`config.mk`:
```
export PLATFORM = sky130hd
export DESIGN_NAME = actlow_status_reg
export DESIGN_NICKNAME = d
export VERILOG_FILES = /design/src/rtl/lfs_pkg.sv /design/src/rtl/lfs_addr_decode.sv /design/src/rtl/lfs_flag_cell.sv /design/src/rtl/actlow_status_reg.sv
export SDC_FILE = /design/constraint.sdc
export NUM_CORES = 1
export LEC_CHECK = 0
export CORE_MARGIN = 1.5
export CORE_UTILIZATION = 33
export CTS_CLUSTER_SIZE = 28
export DETAILED_ROUTE_END_ITERATION = 7
export GPL_ROUTABILITY_DRIVEN = 0
export PLACE_DENSITY = 0.91
export SLEW_MARGIN = 20
export SYNTH_ARGS = -nofsm -noshare
export SYNTH_HDL_FRONTEND = slang
export SYNTH_SLANG_ARGS = --single-unit
```
`constraint.sdc`:
```
create_clock -name clk -period 2.6 [get_ports clk]
set_input_delay 0.39 -clock clk [delete_from_list [all_inputs] [get_ports clk]]
set_output_delay 0.39 -clock clk [all_outputs]
set_load 0.01 [all_outputs]
```
`src/rtl/lfs_pkg.sv`:
```
package lfs_pkg;
  localparam int BIT_RST = 7;
  localparam int BIT_SUP = 6;
  localparam int BIT_REF = 5;
  localparam int BIT_RSV = 4;
  localparam int BIT_CRC = 3;
  localparam int BIT_MEM = 2;
  localparam int BIT_WRF = 1;
  localparam int BIT_RDY = 0;

  localparam int NFLAG = 5;
  localparam logic [7:0] STAT_RESET = 8'h3E;

  typedef struct packed {
    logic stat_wr;
    logic wr_legal;
    logic rst_cmd;
    logic rd_stat;
  } dec_t;

  function automatic int flag_pos(input int i);
    case (i)
      0: flag_pos = BIT_RST;
      1: flag_pos = BIT_SUP;
      2: flag_pos = BIT_REF;
      3: flag_pos = BIT_CRC;
      default: flag_pos = BIT_MEM;
    endcase
  endfunction
endpackage

```
`src/rtl/lfs_addr_decode.sv`:
```
module lfs_addr_decode
  import lfs_pkg::*;
#(
  parameter int ADDR_W = 8,
  parameter int STAT_ADDR = 2,
  parameter int CTRL_ADDR = 4,
  parameter int WR_HI = 15,
  parameter logic [5:0] RST_CODE = 6'b010110
) (
  input  logic              wr_en,
  input  logic [ADDR_W-1:0] addr,
  input  logic [7:0]        wdata,
  output dec_t              dec
);
  localparam logic [ADDR_W-1:0] A_STAT = ADDR_W'(STAT_ADDR);
  localparam logic [ADDR_W-1:0] A_CTRL = ADDR_W'(CTRL_ADDR);
  localparam logic [ADDR_W-1:0] A_HI   = ADDR_W'(WR_HI);
  localparam logic [7:0]        CMD    = {RST_CODE, 2'b00};

  logic hit_stat, hit_ctrl, in_window;

  always_comb begin
    hit_stat  = (addr == A_STAT);
    hit_ctrl  = (addr == A_CTRL);
    in_window = (addr >= A_CTRL) && (addr <= A_HI);
    dec.rd_stat  = hit_stat;
    dec.stat_wr  = wr_en && hit_stat;
    dec.wr_legal = hit_stat || in_window;
    dec.rst_cmd  = wr_en && hit_ctrl && (wdata == CMD);
  end
endmodule

```
`src/rtl/lfs_flag_cell.sv`:
```
module lfs_flag_cell #(
  parameter logic RST_VAL = 1'b1,
  parameter bit   CLEARABLE = 1'b1
) (
  input  logic clk,
  input  logic rst_n,
  input  logic soft_rst,
  input  logic evt,
  input  logic clr,
  output logic q
);
  always_ff @(posedge clk or negedge rst_n) begin
    if (!rst_n)                q <= RST_VAL;
    else if (soft_rst)         q <= RST_VAL;
    else if (evt)              q <= 1'b0;
    else if (CLEARABLE && clr) q <= 1'b1;
  end
endmodule

```
`src/rtl/actlow_status_reg.sv`:
```
module actlow_status_reg
  import lfs_pkg::*;
#(
  parameter int ADDR_W = 8,
  parameter int STAT_ADDR = 2,
  parameter int CTRL_ADDR = 4,
  parameter int WR_HI = 15,
  parameter logic [5:0] RST_CODE = 6'b010110
) (
  input  logic              clk,
  input  logic              rst_n,
  input  logic              wr_en,
  input  logic [ADDR_W-1:0] addr,
  input  logic [7:0]        wdata,
  output logic [7:0]        rdata,
  input  logic              drdy_i,
  input  logic              evt_dev_reset,
  input  logic              evt_supply_uv,
  input  logic              evt_ref_uv,
  input  logic              evt_crc_fault,
  input  logic              evt_mem_fault,
  input  logic              pwrdn,
  output logic              fault_n,
  output logic              rst_req_o
);
  dec_t             dec;
  logic             soft_rst;
  logic [NFLAG-1:0] evt_vec;
  logic [NFLAG-1:0] flag_q;
  logic             wrf_q;
  logic [7:0]       stat_q;

  lfs_addr_decode #(
    .ADDR_W(ADDR_W), .STAT_ADDR(STAT_ADDR), .CTRL_ADDR(CTRL_ADDR),
    .WR_HI(WR_HI), .RST_CODE(RST_CODE)
  ) u_dec (
    .wr_en(wr_en), .addr(addr), .wdata(wdata), .dec(dec)
  );

  assign soft_rst = dec.rst_cmd || evt_dev_reset;

  // event sources in flag order: reset, supply, reference, crc, memory
  assign evt_vec = {evt_mem_fault, evt_crc_fault, evt_ref_uv,
                    evt_supply_uv || pwrdn, 1'b0};

  for (genvar i = 0; i < NFLAG; i++) begin : g_flag
    localparam int POS = flag_pos(i);
    lfs_flag_cell #(
      .RST_VAL(STAT_RESET[POS]),
      .CLEARABLE(POS != BIT_MEM)
    ) u_cell (
      .clk(clk), .rst_n(rst_n), .soft_rst(soft_rst),
      .evt(evt_vec[i]),
      .clr(dec.stat_wr && wdata[POS]),
      .q(flag_q[i])
    );
  end

  always_ff @(posedge clk or negedge rst_n) begin
    if (!rst_n)        wrf_q <= STAT_RESET[BIT_WRF];
    else if (soft_rst) wrf_q <= STAT_RESET[BIT_WRF];
    else if (wr_en)    wrf_q <= dec.wr_legal;
  end

  always_ff @(posedge clk or negedge rst_n) begin
    if (!rst_n) rst_req_o <= 1'b0;
    else        rst_req_o <= dec.rst_cmd;
  end

  always_comb begin
    stat_q          = 8'h00;
    stat_q[BIT_RST] = flag_q[0];
    stat_q[BIT_SUP] = flag_q[1];
    stat_q[BIT_REF] = flag_q[2];
    stat_q[BIT_CRC] = flag_q[3];
    stat_q[BIT_MEM] = flag_q[4];
    stat_q[BIT_RSV] = 1'b1;
    stat_q[BIT_WRF] = wrf_q;
    stat_q[BIT_RDY] = drdy_i;
  end

  assign fault_n = flag_q[1] & flag_q[2] & flag_q[3] & flag_q[4];
  assign rdata   = dec.rd_stat ? stat_q : 8'h00;
endmodule

```
==> metrics.json <==
{
  "timing.setup.tns_ps": 0,
  "cts_tree": "done",
  "insertion_delay_ps": 250,
  "dr.first_iter.drc_count": 12,
  "final.period_utilization_pct": 95.29,
  "crit_path_max_fanout": 3,
  "grt_setup_unrepaired": "no",
  "worst_r2r_endpoint": "g_flag[3].u_cell.q",
  "timing.rr.start": "g_flag[3].u_cell.q",
  "p_leak_nw": 0.4115,
  "hold_class": "in2async",
  "initial_antenna_violation_count": 0,
  "netlist.top_cell.by_area": "sky130_fd_sc_hd__dfstp_2",
  "synthMostInstantiatedCell": "sky130_fd_sc_hd__and2_1",
  "grt_pass1_vias": 519,
  "maxClockFrequency_mhz": 403.6,
  "max-cap-violations": 0,
  "tightestPinTransition_ps": 461.4,
  "irDropWorstVdd_uv": 205.9,
  "n_antenna_cell": 0,
  "area_growth_pct": 99.14,
  "timing.reg2reg.worst_path_depth": 2,
  "grt_start_max_net_pins": 8,
  "rows": 12,
  "whs_ps": 399.2,
  "worstPathRequired_ps": 2210,
  "post_synth_instance_area_um2": 437.9,
  "initial_core_util_pct": 37.39,
  "routed_wirelength_um": 1418,
  "timing.clock.skew_ps": 0,
  "ys_warn_count": 0,
  "p_per_area_nw_per_um2": 320.3,
  "cts.sinks": 7,
  "cp.buffers_inverters": 5,
  "flip_flop_and_latch_count_after_synthesis": 7,
  "die_w_um": 39.43,
  "clockBufferDepth": 2,
  "final-max-slew-violation-count": 0,
  "regToRegSetupSlack_ps": 1810,
  "top_level_ports": 36,
  "post_synth_most_frequent_cells": "7 x sky130_fd_sc_hd__and2_1, 5 x sky130_fd_sc_hd__a31oi_1, 4 x sky130_fd_sc_hd__dfstp_2, 3 x sky130_fd_sc_hd__dfrtp_1",
  "cts_buffers": 3,
  "startpoint_to_endpoint_class_of_the_critical_path": "in2out",
  "cells_traversed_along_the_worst_timing_path": "clkdlybuf4s50_1 > or4_4 > nor4_4 > buf_6 > buf_4 > buf_4 > and2_1 > buf_2",
  "synth-main-ff-cell": "sky130_fd_sc_hd__dfstp_2",
  "drc": 0,
  "avgRoutedWirePerCell_um": 13.63,
  "crit_slowest_cell": "sky130_fd_sc_hd__or4_4",
  "floorplan.die_area_um2": 1555,
  "grt_pass1_wl_um": 2111,
  "hold_vio_cnt_final": 0,
  "dp.final_hpwl_um": 1005,
  "final_layout_size_suffix_gt1_share_pct": 32.22,
  "finish.net_count": 117,
  "postSynthAreaPerCell_um2": 10.43,
  "netlist_instances": 42,
  "multi_input_gate_area_um2": 235.2,
  "cts_hold_fix_bufs": 0,
  "final_antenna_violating_net_count": 0,
  "timing.final.setup_violations": 0,
  "period_needed_ps": 2478,
  "worstSetupStartpointType": "primary input",
  "path_delay_family": "buffers and inverters",
  "arr_time_crit_path_ps": 2090,
  "synth-edff-count": 0,
  "grt_overflow": 0,
  "drt_first_pass_iters": 4,
  "cts_root_buffer_type": "sky130_fd_sc_hd__clkbuf_4",
  "synth_top_cells_by_area": "sky130_fd_sc_hd__dfstp_2 24%, sky130_fd_sc_hd__dfrtp_1 17%, sky130_fd_sc_hd__and2_1 10%",
  "setup.worst_path.end_class": "output pin",
  "yosysSeqAreaShare_pct": 41.14,
  "buffer_ports.inserted": 35,
  "routed_via_density": 5.058,
  "htree_num_levels": 1,
  "gr_util_all_layers_pct": 21.00,
  "sequential_cell_area_um2": 180.2,
  "via_count": 526,
  "clk_pin_slew_worst_paths_ps": 50,
  "netlist.area_leader.share_pct": 24.00,
  "run_status": "finished, final reports clean",
  "cpMostUsedCell": "sky130_fd_sc_hd__buf_4",
  "netlist-cell-type-count": 24,
  "syn-num-nets": 68,
  "max_stage_delay_ps": 440,
  "fillers": 79,
  "timing.max_slew.rel_slack_pct": 68.95,
  "placeableCoreArea_um2": 1171,
  "postSynth.asyncResetShare_pct": 100.0,
  "dieHeight_um": 39.43
}
## placed cells by master (no fill, tap or decap), types with 2 or more instances in the layout
| cell | netlist | routed |
|---|---|---|
| sky130_fd_sc_hd__clkdlybuf4s50_1 | 0 | 24 |
| sky130_fd_sc_hd__buf_4 | 1 | 9 |
| sky130_fd_sc_hd__and2_1 | 7 | 7 |
| sky130_fd_sc_hd__a31oi_1 | 5 | 5 |
| sky130_fd_sc_hd__dfstp_2 | 4 | 4 |
| sky130_fd_sc_hd__clkbuf_2 | 0 | 4 |
| sky130_fd_sc_hd__clkbuf_4 | 0 | 3 |
| sky130_fd_sc_hd__buf_2 | 0 | 3 |
| sky130_fd_sc_hd__dfrtp_1 | 3 | 3 |
| sky130_fd_sc_hd__dlymetal6s2s_1 | 0 | 3 |
| sky130_fd_sc_hd__nor2_1 | 2 | 2 |
| sky130_fd_sc_hd__nand2_1 | 2 | 2 |
| sky130_fd_sc_hd__o21ai_1 | 2 | 2 |
| sky130_fd_sc_hd__dlygate4sd2_1 | 0 | 2 |
## worst max-delay path by stage
stage / start / endpoint / slack, ps / depth (start not counted)
floorplan: addr[7] / rdata[0] / 680 / 4
global placement: addr[7] / rdata[1] / -180 / 6
detailed placement: addr[7] / rdata[1] / -210 / 6
CTS: addr[5] / rdata[2] / 0.7 / 8
global route: addr[5] / rdata[0] / 70 / 8
finish: addr[5] / rdata[0] / 120 / 8
## area by class of cell
type | count | area share (%)
Timing Repair Buffer | 46 | 46.92
Multi-Input combinational cell | 32 | 26.97
Sequential cell | 7 | 20.66
Clock buffer | 4 | 3.013
Tap cell | 14 | 2.009
Inverter | 1 | 0.4304
## layer usage
| metal | global-route usage, % | vias to the layer above | share of wire (%) |
|---|---|---|---|
| met5 | 0 | - | 0 |
| met2 | 38.93 | 31 | 53 |
| met4 | 12.93 | 0 | 0.99 |
| met3 | 4.545 | 2 | 10 |
| li1 | - | 251 | - |
| met1 | 20.56 | 242 | 36 |
## power by group
part           internal, mW  total (mW)  leakage, nW  switching, mW
combinational        0.0403      0.0603        0.312         0.0200
sequential            0.117       0.119       0.0841        0.00260
clock                0.0586      0.0996       0.0150         0.0410
total                 0.216       0.279        0.412         0.0636
## cell families after synthesis
family	after synthesis	synth area share, %
muxes	1	2.286
buffers and inverters	3	5.142
AOI/OAI and AO/OA	9	12.57
and+or+nand+nor	22	38.86
DFF	7	41.14
## registers in the layout, indices dropped and copies added, names as in the netlist
| name | count |
|---|---|
| g_flag.u_cell.q | 5 |
| rst_req_o | 1 |
| wrf_q | 1 |
## metrics by stage
stage | utilization (%) | power [mW] | cell area [um2] | instances | worst slack [ps]
floorplan | - | 0.1328 | 437.9 | 42 | 677.8
global placement | 69.12 | 0.1799 | 809.5 | 92 | -183.9
detailed placement | 69.12 | 0.1812 | 809.5 | 92 | -209.3
CTS | 74.36 | 0.2822 | 870.8 | 102 | 0.7307
global route | 74.47 | 0.2964 | 872.1 | 104 | 69.28
finish | 74.47 | 0.2793 | 872.1 | 104 | 122.4
## repair_timing
action / CTS / global route
pin swaps: 2 / 2
cloned: 1 / 0
resized for setup: 14 / 12
buffers inserted: 5 / 2
endpoints found under the setup margin: 8 / 4
(Power assumes the default switching activity.)
